<file path="src/rtl/ecc_errlog_pkg.sv">
package ecc_errlog_pkg;
  localparam int unsigned RANK_W = 2;
  localparam int unsigned BANK_W = 3;
  localparam int unsigned ROW_W  = 16;
  localparam int unsigned COL_W  = 16;
  localparam int unsigned SYND_W = 8;
  localparam int unsigned LOG_W  = 64;
  localparam int unsigned STAT_W = 16;
  localparam int unsigned WORD_W = 32;

  typedef struct packed {
    logic              ue;
    logic [RANK_W-1:0] rank;
    logic [BANK_W-1:0] bank;
    logic [ROW_W-1:0]  row;
    logic [COL_W-1:0]  col;
    logic [SYND_W-1:0] synd;
  } ecc_evt_t;

  // Assemble the 64-bit log word from its fields.
  function automatic logic [LOG_W-1:0] pack_log(
    input logic              ue,
    input logic              ce,
    input logic [RANK_W-1:0] rank,
    input logic [BANK_W-1:0] bank,
    input logic [ROW_W-1:0]  row,
    input logic [COL_W-1:0]  col,
    input logic [SYND_W-1:0] synd
  );
    return {col, row, bank, rank, 3'b000, synd, 14'b0, ue, ce};
  endfunction
endpackage

</file>
<file path="src/rtl/ecc_chan_log.sv">
module ecc_chan_log
  import ecc_errlog_pkg::*;
(
  input  logic             clk,
  input  logic             rst_n,
  input  logic             en_i,
  input  logic             evt_vld_i,
  input  ecc_evt_t         evt_i,
  input  logic             clr_ce_i,
  input  logic             clr_ue_i,
  output logic [LOG_W-1:0] log_o,
  output logic [RANK_W-1:0] rank_o,
  output logic             acc_ce_o,
  output logic             acc_ue_o
);
  logic              ce_q, ue_q, ce_d, ue_d;
  logic              ce_kept, ue_kept;
  logic              take_ce, take_ue, fld_ld;
  logic [RANK_W-1:0] rank_q;
  logic [BANK_W-1:0] bank_q;
  logic [ROW_W-1:0]  row_q;
  logic [COL_W-1:0]  col_q;
  logic [SYND_W-1:0] synd_q, synd_d;

  always_comb begin
    acc_ce_o = evt_vld_i & en_i & ~evt_i.ue;
    acc_ue_o = evt_vld_i & en_i &  evt_i.ue;
    ce_kept  = ce_q & ~clr_ce_i;
    ue_kept  = ue_q & ~clr_ue_i;
    // capture eligibility is judged after this cycle's clear
    take_ce  = acc_ce_o & ~ce_kept & ~ue_kept;
    take_ue  = acc_ue_o & ~ue_kept;
    fld_ld   = take_ce | take_ue;
    ce_d     = ce_kept | take_ce;
    ue_d     = ue_kept | take_ue;
    synd_d   = take_ue ? '0 : evt_i.synd;
  end

  always_ff @(posedge clk or negedge rst_n) begin
    if (!rst_n) begin
      ce_q   <= 1'b0;
      ue_q   <= 1'b0;
      rank_q <= '0;
      bank_q <= '0;
      row_q  <= '0;
      col_q  <= '0;
      synd_q <= '0;
    end else begin
      ce_q <= ce_d;
      ue_q <= ue_d;
      if (fld_ld) begin
        rank_q <= evt_i.rank;
        bank_q <= evt_i.bank;
        row_q  <= evt_i.row;
        col_q  <= evt_i.col;
        synd_q <= synd_d;
      end
    end
  end

  assign log_o  = pack_log(ue_q, ce_q, rank_q, bank_q, row_q, col_q, synd_q);
  assign rank_o = rank_q;
endmodule

</file>
<file path="src/rtl/ecc_err_status.sv">
module ecc_err_status
  import ecc_errlog_pkg::*;
#(
  parameter int unsigned NCH = 2
) (
  input  logic              clk,
  input  logic              rst_n,
  input  logic [NCH-1:0]    acc_ce_i,
  input  logic [NCH-1:0]    acc_ue_i,
  input  logic              clr_ce_i,
  input  logic              clr_ue_i,
  output logic [STAT_W-1:0] status_o
);
  logic ce_q, ue_q, ce_d, ue_d;

  always_comb begin
    ce_d = (ce_q & ~clr_ce_i) | (|acc_ce_i);
    ue_d = (ue_q & ~clr_ue_i) | (|acc_ue_i);
  end

  always_ff @(posedge clk or negedge rst_n) begin
    if (!rst_n) begin
      ce_q <= 1'b0;
      ue_q <= 1'b0;
    end else begin
      ce_q <= ce_d;
      ue_q <= ue_d;
    end
  end

  assign status_o = {{(STAT_W-2){1'b0}}, ue_q, ce_q};
endmodule

</file>
<file path="src/rtl/ecc_reg_rdmux.sv">
module ecc_reg_rdmux
  import ecc_errlog_pkg::*;
#(
  parameter int unsigned NCH      = 2,
  parameter int unsigned AW       = 3,
  parameter int unsigned LOG_BASE = 2
) (
  input  logic                     clk,
  input  logic                     rst_n,
  input  logic                     rd_en_i,
  input  logic [AW-1:0]            rd_addr_i,
  input  logic [STAT_W-1:0]        status_i,
  input  logic [NCH-1:0][LOG_W-1:0] logs_i,
  output logic [WORD_W-1:0]        rd_data_o,
  output logic                     rd_valid_o
);
  logic [WORD_W-1:0] data_d, data_q;
  logic              vld_q;

  always_comb begin
    data_d = '0;
    if (rd_addr_i == '0) data_d = {{(WORD_W-STAT_W){1'b0}}, status_i};
    for (int c = 0; c < NCH; c++) begin
      if (rd_addr_i == AW'(LOG_BASE + 2*c))     data_d = logs_i[c][WORD_W-1:0];
      if (rd_addr_i == AW'(LOG_BASE + 2*c + 1)) data_d = logs_i[c][LOG_W-1:WORD_W];
    end
  end

  always_ff @(posedge clk or negedge rst_n) begin
    if (!rst_n) begin
      data_q <= '0;
      vld_q  <= 1'b0;
    end else begin
      vld_q <= rd_en_i;
      if (rd_en_i) data_q <= data_d;
    end
  end

  assign rd_data_o  = data_q;
  assign rd_valid_o = vld_q;
endmodule

</file>
<file path="src/rtl/ecc_errlog_regs.sv">
module ecc_errlog_regs
  import ecc_errlog_pkg::*;
#(
  parameter int unsigned NCH  = 2,
  parameter int unsigned AW   = 3,
  localparam int unsigned CH_W = (NCH > 1) ? $clog2(NCH) : 1,
  localparam int unsigned RI_W = CH_W + RANK_W
) (
  input  logic                  clk,
  input  logic                  rst_n,
  input  logic                  single_chan_i,
  input  logic [NCH-1:0]        evt_vld_i,
  input  logic [NCH-1:0]        evt_ue_i,
  input  logic [NCH*RANK_W-1:0] evt_rank_i,
  input  logic [NCH*BANK_W-1:0] evt_bank_i,
  input  logic [NCH*ROW_W-1:0]  evt_row_i,
  input  logic [NCH*COL_W-1:0]  evt_col_i,
  input  logic [NCH*SYND_W-1:0] evt_synd_i,
  input  logic                  wr_en_i,
  input  logic [AW-1:0]         wr_addr_i,
  input  logic [1:0]            wr_data_i,
  input  logic                  rd_en_i,
  input  logic [AW-1:0]         rd_addr_i,
  output logic [WORD_W-1:0]     rd_data_o,
  output logic                  rd_valid_o,
  output logic [NCH*RI_W-1:0]   rank_idx_o
);
  logic                      rst_s1_q, rst_sync_n;
  logic                      wr_hit, clr_ce, clr_ue;
  logic [NCH-1:0]            acc_ce, acc_ue;
  logic [NCH-1:0][LOG_W-1:0] log_w;
  logic [STAT_W-1:0]         status_w;

  // reset asserts at once, releases after two clock edges
  always_ff @(posedge clk or negedge rst_n) begin
    if (!rst_n) begin
      rst_s1_q   <= 1'b0;
      rst_sync_n <= 1'b0;
    end else begin
      rst_s1_q   <= 1'b1;
      rst_sync_n <= rst_s1_q;
    end
  end

  always_comb begin
    wr_hit = wr_en_i & (wr_addr_i == '0);
    clr_ce = wr_hit & wr_data_i[0];
    clr_ue = wr_hit & wr_data_i[1];
  end

  for (genvar c = 0; c < NCH; c++) begin : g_ch
    ecc_evt_t          evt;
    logic              en;
    logic [RANK_W-1:0] rank;
    assign evt.ue   = evt_ue_i[c];
    assign evt.rank = evt_rank_i[c*RANK_W +: RANK_W];
    assign evt.bank = evt_bank_i[c*BANK_W +: BANK_W];
    assign evt.row  = evt_row_i[c*ROW_W +: ROW_W];
    assign evt.col  = evt_col_i[c*COL_W +: COL_W];
    assign evt.synd = evt_synd_i[c*SYND_W +: SYND_W];
    if (c == 0) begin : g_prim
      assign en = 1'b1;
    end else begin : g_sec
      assign en = ~single_chan_i;
    end

    ecc_chan_log u_log (
      .clk      (clk),
      .rst_n    (rst_sync_n),
      .en_i     (en),
      .evt_vld_i(evt_vld_i[c]),
      .evt_i    (evt),
      .clr_ce_i (clr_ce),
      .clr_ue_i (clr_ue),
      .log_o    (log_w[c]),
      .rank_o   (rank),
      .acc_ce_o (acc_ce[c]),
      .acc_ue_o (acc_ue[c])
    );
    assign rank_idx_o[c*RI_W +: RI_W] = {CH_W'(c), rank};
  end

  ecc_err_status #(.NCH(NCH)) u_status (
    .clk     (clk),
    .rst_n   (rst_sync_n),
    .acc_ce_i(acc_ce),
    .acc_ue_i(acc_ue),
    .clr_ce_i(clr_ce),
    .clr_ue_i(clr_ue),
    .status_o(status_w)
  );

  ecc_reg_rdmux #(.NCH(NCH), .AW(AW)) u_rdmux (
    .clk       (clk),
    .rst_n     (rst_sync_n),
    .rd_en_i   (rd_en_i),
    .rd_addr_i (rd_addr_i),
    .status_i  (status_w),
    .logs_i    (log_w),
    .rd_data_o (rd_data_o),
    .rd_valid_o(rd_valid_o)
  );
endmodule

</file>
<file path="config.mk">
export PLATFORM = sky130hd
export DESIGN_NAME = ecc_errlog_regs
export DESIGN_NICKNAME = d
export VERILOG_FILES = /design/src/rtl/ecc_errlog_pkg.sv /design/src/rtl/ecc_chan_log.sv /design/src/rtl/ecc_err_status.sv /design/src/rtl/ecc_reg_rdmux.sv /design/src/rtl/ecc_errlog_regs.sv
export SDC_FILE = /design/constraint.sdc
export NUM_CORES = 1
export LEC_CHECK = 0
export CORE_UTILIZATION = 40
export CTS_CLUSTER_DIAMETER = 120
export DETAILED_ROUTE_END_ITERATION = 12
export SETUP_SLACK_MARGIN = 0.4
export SLEW_MARGIN = 20
export SYNTH_ARGS = -nofsm -noshare
export SYNTH_HDL_FRONTEND = slang
export SYNTH_HIERARCHICAL = 1
export SYNTH_SLANG_ARGS = --single-unit
</file>
<file path="constraint.sdc">
create_clock -name clk -period 6.7 [get_ports clk]
set_input_delay 1.34 -clock clk [delete_from_list [all_inputs] [get_ports clk]]
set_output_delay 1.34 -clock clk [all_outputs]
set_load 0.1 [all_outputs]
</file>
-- Word-level counts from Yosys, hierarchy flattened
Index checks and enable logic that the tools add are counted.
- register bits: 131
- equal/unequal tests: 4
- multiplexer cells: 7
- bitwise logic cells: 37
- reductions and logical operators: 4
- operators with widths (cell ; count):
    32-bit 2-to-1 mux ; 4
    1-bit bitwise AND ; 20
    8-bit 2-to-1 mux ; 2
    1-bit NOT ; 9
    1-bit bitwise OR ; 8
    3-bit by 2-bit equality test with 1-bit output (second input constant) ; 2
    3-bit equality test (second input constant) ; 2
    3-bit zero test ; 2
    2-bit OR reduction ; 2
    2-bit 2-to-1 mux ; 1

-- Depth between registers and ports, before layout
Gate-level depths: netlist of the first run.
- depth in word-level cells: 9
- mapped depth: 8

-- Modules after synthesis
The synthesis of the first run kept the hierarchy.
- modules (own cells, without submodules) (module ; times used ; cells an instance ; area each (µm²) ; seq. area each (µm²)):
    ecc_chan_log ; 2 ; 149 ; 2155.8 ; 1176.1
    ecc_reg_rdmux ; 1 ; 237 ; 2437.3 ; 825.8
    ecc_err_status ; 1 ; 25 ; 198.9 ; 50.0
    ecc_errlog_regs ; 1 ; 10 ; 103.8 ; 50.0

-- Least setup slack after synthesis of the first run
No wires, ideal clock.
- path kind: input port to flip-flop
- start point: input port wr_addr_i[1]
- end point: register g_ch[0].u_log.bank_q[0]
- arrival time: 2.751 ns
- required time: 6.575 ns
- slack: 3.824 ns
- stages: 8
- path through: nor4b_2 -> and2_1 -> nand2b_4 -> buf_6 -> o2111ai_4 -> buf_6 -> buf_12 -> mux2_4
- word-level cells in the longest chain between the ends: 9
- ends and longest elaborated chain (item ; RTL line ; source):
    start, declared ; ecc_errlog_regs.sv:20 ; input logic [AW-1:0] wr_addr_i,
    3-bit zero test ; ecc_errlog_regs.sv:46 ; wr_hit = wr_en_i & (wr_addr_i == '0);
    1-bit bitwise AND ; ecc_errlog_regs.sv:46 ;
    1-bit bitwise AND ; ecc_errlog_regs.sv:47 ; clr_ce = wr_hit & wr_data_i[0];
    named net clr_ce ; ecc_errlog_regs.sv:29 ; logic wr_hit, clr_ce, clr_ue;
    1-bit NOT ; ecc_chan_log.sv:28 ; ce_kept = ce_q & ~clr_ce_i;
    1-bit bitwise AND ; ecc_chan_log.sv:28 ;
    1-bit NOT ; ecc_chan_log.sv:31 ; take_ce = acc_ce_o & ~ce_kept & ~ue_kept;
    1-bit bitwise AND (2 in a row) ; ecc_chan_log.sv:31 ;
    1-bit bitwise OR ; ecc_chan_log.sv:33 ; fld_ld = take_ce | take_ue;
    end signal, assigned ; ecc_chan_log.sv:53 ; bank_q <= evt_i.bank;
    end, declared ; ecc_chan_log.sv:20 ; logic [BANK_W-1:0] bank_q;
The timed path passes the listed nets, and every way through them passes these cells.
A chain may end at the register's enable or synchronous reset.

-- Worst setup path after layout of the first run
- start point: input port wr_en_i
- end point: register g_ch[1].u_log.row_q[14]
- word-level cells in the longest chain between the ends: 8
- ends and longest elaborated chain (item ; RTL line ; source):
    start, declared ; ecc_errlog_regs.sv:19 ; input logic wr_en_i,
    1-bit bitwise AND ; ecc_errlog_regs.sv:46 ;
    1-bit bitwise AND ; ecc_errlog_regs.sv:47 ;
    named net clr_ce ; ecc_errlog_regs.sv:29 ;
    1-bit NOT ; ecc_chan_log.sv:28 ;
    1-bit bitwise AND ; ecc_chan_log.sv:28 ;
    1-bit NOT ; ecc_chan_log.sv:31 ;
    1-bit bitwise AND (2 in a row) ; ecc_chan_log.sv:31 ;
    1-bit bitwise OR ; ecc_chan_log.sv:33 ;
    end signal, assigned ; ecc_chan_log.sv:54 ; row_q <= evt_i.row;
    end, declared ; ecc_chan_log.sv:21 ; logic [ROW_W-1:0] row_q;
The timed path passes the listed nets, and every way through them passes these cells.

==> results.txt, run 1 <==
setup TNS = 0 ns
cell taking the most area after synthesis = dfrtp_1
drc violations = 0
Power Total = 3.21 mW
crit path max-delay cell type = buf_4
multiplexer area fraction after synthesis = 20.7%
RSZ-0062 raised after global routing = false
critical path class = in -> reg
HPWL Detailed = 11200 µm
post-CTS resize count = 0
ANT nets after route = 0
status = finished clean
routability cong. = 0.827
fraction of layout cells with a size suffix above 1 = 20.3%
Ports = 146
main combinational cell family by area after synthesis = multiplexers
Least-Margin Pin Slew = 1.04 ns
Post-synth EDFFs = 0
Max Fclk = 0.294 GHz
launching element type of the critical path = input port
synth warn = 6
Req. time, crit path = 7.00 ns
fin crit share = 50.8%
Crit path depth = 7
register area = 3280 µm²
Post-synth top cells = 131 x dfrtp_1, 66 x buf_4, 48 x mux2i_1
hold depth = 0
TritonRoute pass-1 iters = 5
slowest stage delay, CP = 0.50 ns
crit path capture type = flip-flop
core area = 17200 µm²
delay-heaviest family, CP = buffers and inverters
grt ovf = 0
Syn Area/Cell = 12.4 µm²
Max VDD drop = 0.000199 V
CTS root buffer = clkbuf_16
crit-path cells = clkdlybuf4s50_1 > nor4b_2 > and2_1 > nand2b_4 > o2111ai_4 > buf_4 > mux2_2
top-area cell type share of the netlist area = 46.5%
final setup fails = 0
nets = 794
CTS clk-pin slew, worst paths = 0.05 ns
CTS sink cnt = 131
area occupied by multi-input gates = 3100 µm²
hold_buf cts = 0
first-pass GRT wire length = 26200 µm
PD cells = 363 nW/µm²
antenna violations before repair = 0
I/O Buffers = 143
initial core utilization = 40.9%
setup repair bufs after CTS = 0
Rel. slew slack = 30.6%
final wirelength = 16500 µm
WL/cell = 17.9 µm
FFs w/ async S/R, synth = 100%
Synth Instances = 570
P_leak = 3.89 nW
Hold Violations, Final = 0
adder-cell area share of the yosys netlist = 0%
Clk Latency, worst-skew pair = 0.42 ns
Seq cells post-synth = 131
Die Footprint = 18200 µm²
routed vias/inst = 5.03
Bufs and invs on worst path = 2
Worst Hold Class = reg -> reg
Final Cell Area = 8840 µm²
antenna cells = 0
cts bufs inserted = 17
Vias = 4649
top-count cell post-synth = dfrtp_1
chip width = 135 µm
Cell variety after synth = 39
Post-Synth XOR/XNOR Area = 0%
Longest Clk Path Bufs = 2
htree depth = 4
clk_skew = 0.00898 ns
Area after DPL = 8220 µm²
GRT Util Overall = 19.3%
Post-Synth Simple-Gate Area = 6.97%
Core Rows = 48
synthesized area = 7050 µm²
area grow syn2layout = 25.4%
Max Cap Viol = 0
compound-cell area share of the yosys netlist = 13.4%
Post-synth top flop = dfrtp_1
Reg2Reg Depth = 4
Tmin final = 3.40 ns
pin count of the biggest net entering global routing = 71
Max Slew Vio Count = 0
largest cells by area after synthesis = dfrtp_1 46%, mux2_4 8.1%, buf_4 7.0%, mux2i_1 6.8%, mux2_2 5.7%
CP arrival = 3.70 ns
Crit Path Max Fanout = 25
fillers = 1500
Die Y = 135 µm
vias in the first global route = 4842
sequential share of the synthesized area = 46.5%
1st-iter DRT viols = 302
CTS tree = built
## per-stage QoR
stage | cells | setup WS (ns) | utilization [%] | hold slack, ns
after global placement | 893 | 2.89 | 47.7 | 0.339
after global routing | 924 | 3.16 | 51.3 | 0.368
after detailed placement | 893 | 2.83 | 47.7 | 0.338
final | 924 | 3.30 | 51.3 | 0.348
after CTS | 924 | 3.27 | 51.3 | 0.350
after floorplan | 619 | 2.78 | - | 0.331
## logic make-up after synthesis
logic type             count (synthesis)
buffers and inverters                124
other                                  5
flip-flops                           131
AO/OA/AOI/OAI                        116
AND/OR/NAND/NOR                       72
multiplexers                         122
## where the power goes
part,internal (mW),switching (mW)
Clock,0.639,0.338
Sequential,1.06,0.163
Combinational,0.451,0.560
## sequential cells by signal (all words and copies together) (netlist names)
| signal | cells |
|---|---|
| u_status/ce_q | 1 |
| g_ch.u_log/col_q | 32 |
| g_ch.u_log/row_q | 32 |
| u_rdmux/rd_valid_o | 1 |
| rst_sync_n | 1 |
| rst_s1_q | 1 |
| g_ch.u_log/ce_q | 2 |
| g_ch.u_log/bank_q | 6 |
| u_status/ue_q | 1 |
| u_rdmux/rd_data_o | 32 |
| g_ch.u_log/synd_q | 16 |
| g_ch.u_log/rank_o | 4 |
| g_ch.u_log/ue_q | 2 |
## per-layer routing
metal	global-route usage, %	share of wire, %	vias up
met5	0	0	-
met4	8.36	2.1	0
met3	4.32	5.1	26
met2	30.3	48	136
met1	25.4	45	2279
li1	-	-	2208
## layout by cell type, fill, tap and decap left out, types with 9 or more instances in the layout
master           netlist  final
mux2_4                38     38
o221ai_1              17     17
o21a_1                17     17
clkdlybuf4s50_1        0    141
clkbuf_16              0     17
o21ai_1               14     14
mux2_2                36     36
o221a_2               13     13
dfrtp_1              131    130
or4b_1                16     16
nand4_1               14     14
o22ai_2                9      9
conb_1                 5     54
o31ai_1               14     14
a21oi_1               14     14
nor2_1                20     20
mux2i_1               48     48
inv_1                 21     21
## cell type report
cell class                      instances  area share [%]
Timing Repair Buffer                  150            16.7
Inverter                               23           0.977
Clock inverter                          9            1.74
Tap cell                              225            3.18
Multi-Input combinational cell        364            35.0
Sequential cell                       131            37.1
Clock buffer                           22            5.25
## path summary, 6_finish.rpt
kind | start | to | slack, ns
worst min-delay path | rst_s1_q$_DFF_PN0_ | rst_sync_n$_DFF_PN0_ | 0.35
min in group asynchronous | rst_sync_n$_DFF_PN0_ | g_ch[0].u_log/synd_q[5]$_DFFE_PN0P_ | 0.43
worst max-delay path | wr_en_i | g_ch[1].u_log/row_q[14]$_DFFE_PN0P_ | 3.30
worst max register to register | g_ch[1].u_log/ce_q$_DFF_PN0_ | g_ch[1].u_log/row_q[14]$_DFFE_PN0P_ | 4.66
worst min register to register | rst_s1_q$_DFF_PN0_ | rst_sync_n$_DFF_PN0_ | 0.35
max in group asynchronous | rst_sync_n$_DFF_PN0_ | g_ch[0].u_log/col_q[15]$_DFFE_PN0P_ | 4.88
Note: power is estimated with default switching activity, not from simulation.
==> run 2: changes to the inputs <==
- PLACE_DENSITY: unset -> 0.67
- clock period: 6.7 -> 2.88 ns (I/O delays scaled with it)
==> run 2 against run 1 <==
Cell area hardly changed. Setup slack lost 2.7 ns. Clock-buffer cell count shrank 4. Clock skew increased by 0.012 ns. Cell count up 0.76%. Global-route usage shrank 0.44 points. Register-to-register slack lost 3.4 ns. Combinational power rose by 130%. Sequential share of layout area hardly changed. Via count decreased by 0.22%.
==> results.txt, run 2 (synthesis results as in run 1) <==
status = finished clean
terminus of the critical flop-to-flop path = g_ch[0].u_log/bank_q[2]$_DFFE_PN0P_
final setup fails = 0 (unchanged)
Rel. slew slack = 52.1% (+21 points)
Req. time, crit path = 3.17 ns (-3.83 ns)
WL/cell = 17.3 µm (-3.2%)
Bufs and invs on worst path = 2 (unchanged)
placed insts = 899 (+0.67%)
Longest Clk Path Bufs = 2 (unchanged)
setup ws final = 0.642 ns (-2.65 ns)
Vias = 4639 (-0.22%)
hold_buf cts = 0 (unchanged)
Worst Hold Class = in -> async
drc violations = 0 (unchanged)
routability cong. = 0.851 (+2.9%)
clock network power share = 30.9% (+0.5 points)
P_leak = 4.00 nW (+2.6%)
Reg2Reg Depth = 4 (unchanged)
CP Launch Point = wr_addr_i[1]
final wirelength = 16100 µm (-2.4%)
slowest stage delay, CP = 0.41 ns (-0.09 ns)
core area = 17200 µm² (unchanged)
crit path max-delay cell type = clkdlybuf4s50_1
Internal Pwr Total = 4.98 mW (+130%)
Power Total = 7.51 mW (+130%)
area grow syn2layout = 25.5% (about the same)
I/O Buffers = 143 (unchanged)
Max Fclk = 0.447 GHz
crit path capture type = flip-flop
CTS clk-pin slew, worst paths = 0.06 ns (about the same)
routed vias/inst = 4.98 (-0.97%)
post-CTS resize count = 0 (unchanged)
Die Y = 135 µm (unchanged)
setup TNS = 0 ns (unchanged)
setup repair bufs after CTS = 0 (unchanged)
register-to-register path setup slack = 1.29 ns (-3.37 ns)
critical path class = in -> reg
cts bufs inserted = 17 (unchanged)
commonest non-fill, non-tap cells in the layout = 130 x dfrtp_1, 104 x clkdlybuf4s50_1, 54 x conb_1
Sw Share = 33.7% (+0.67 points)
register area = 3280 µm² (unchanged)
Max Slew Vio Count = 0 (unchanged)
Place WS = 0.205 ns (-2.62 ns)
TritonRoute pass-1 iters = 4 (-1)
reg2reg start = g_ch[0].u_log/ce_q$_DFF_PN0_
CTS root buffer = clkbuf_16
Finished Layout Cells = 931 (+0.76%)
CTS sink cnt = 131 (unchanged)
Clk Latency, worst-skew pair = 0.42 ns (about the same)
vias in the first global route = 4846 (+0.083%)
Max Cap Viol = 0 (unchanged)
delay-heaviest family, CP = simple AND/OR/NAND/NOR gates
CP arrival = 2.53 ns (-1.17 ns)
first-pass GRT wire length = 25900 µm (-0.84%)
fillers = 1431 (-4.6%)
Crit Path Max Fanout = 38 (+52%)
ANT nets after route = 0 (unchanged)
antenna violations before repair = 0 (unchanged)
CTS tree = built
net switching power = 2.53 mW (+140%)
area occupied by multi-input gates = 3100 µm² (unchanged)
1st-iter DRT viols = 193 (-36%)
crit-path cells = clkdlybuf4s50_1 > nor4b_2 > and2_1 > nand2b_2 > o2111ai_4 > buf_12 > mux2_4
RSZ-0062 raised after global routing = false
fraction of layout cells with a size suffix above 1 = 26.8% (+6.5 points)
Core Rows = 48 (unchanged)
launching element type of the critical path = input port
nets = 800 (+0.76%)
GRT Util Overall = 18.8% (-0.44 points)
chip width = 135 µm (unchanged)
Least-Margin Pin Slew = 0.719 ns (-0.319 ns)
antenna cells = 0 (unchanged)
Max VDD drop = 0.000566 V (+180%)
Tmin final = 2.24 ns
Ports = 146 (unchanged)
HPWL Detailed = 11400 µm (+1.6%)
pin count of the biggest net entering global routing = 57 (-20%)
Hold Violations, Final = 0 (unchanged)
Die Footprint = 18200 µm² (unchanged)
Gate power share = 31.0% (-0.5 points)
commonest non-fill, non-tap cell in the layout = dfrtp_1
PD cells = 848 nW/µm² (+130%)
htree depth = 4 (unchanged)
Flop pwr share = 38.1% (about the same)
initial core utilization = 40.9% (unchanged)
fin crit share = 77.7%
clk_skew = 0.0209 ns (+0.0119 ns)
grt ovf = 0 (unchanged)
-- run 2: cell types whose count changed in the layout (fill, tap and decap cells not counted) --
cell,before,now
buf_12,0,3
buf_4,8,48
clkbuf_1,3,0
clkbuf_8,2,1
clkdlybuf4s50_1,141,104
inv_6,0,5
-- run 2: power by group through the flow --
stage	sequential (mW)	combinational (mW)	clock [mW]
5_1_grt	2.95	2.47	2.45
3_3_place_gp	2.86	2.27	0
2_1_floorplan	3.27	1.46	0
3_5_place_dp	2.88	2.33	0
6_report	2.86	2.33	2.32
4_1_cts	2.86	2.34	2.37
-- run 2: layout make-up --
class	instances	share of cell area [%]
clock buffer	18	4.96
clock inverter	14	2.23
inverter	23	0.976
multi-input combinational	364	35.0
sequential	131	37.1
tap	225	3.18
timing repair buffer	156	16.6
-- run 2: worst register-to-register path: stages (launching register included) --
cell       delay, ns
dfrtp_1         0.43
nand2b_4        0.12
o2111ai_4       0.23
buf_12          0.30
mux2_2          0.40
-- run 2: routing by layer --
layer	wire length (µm)	part of all wire [%]	global-route usage (%)	vias up
met5	0	0	0	-
li1	-	-	-	2223
met1	7300	45	24.8	2263
met2	7670	48	29.2	128
met3	693	4.3	3.72	25
met4	453	2.8	9.93	0
-- run 2: stage by stage --
stage	util, %	hold slack, ns	instance area (µm²)
2_1_floorplan	-	0.280	7240
6_report	51.3	0.322	8850
4_1_cts	51.3	0.309	8850
3_3_place_gp	47.6	0.339	8210
5_1_grt	51.3	0.313	8850
3_5_place_dp	47.6	0.343	8210
-- run 2: worst max path at each step --
stage	cells past startpoint	slack, ns	to
6_report	7	0.64	g_ch[1].u_log/bank_q[1]$_DFFE_PN0P_
3_3_place_gp	7	0.27	g_ch[0].u_log/col_q[13]$_DFFE_PN0P_
2_1_floorplan	0	0.70	g_ch[0].u_log/bank_q[0]$_DFFE_PN0P_
5_1_grt	7	0.49	g_ch[0].u_log/col_q[10]$_DFFE_PN0P_
3_5_place_dp	7	0.20	g_ch[0].u_log/col_q[13]$_DFFE_PN0P_
4_1_cts	7	0.65	g_ch[0].u_log/col_q[7]$_DFFE_PN0P_
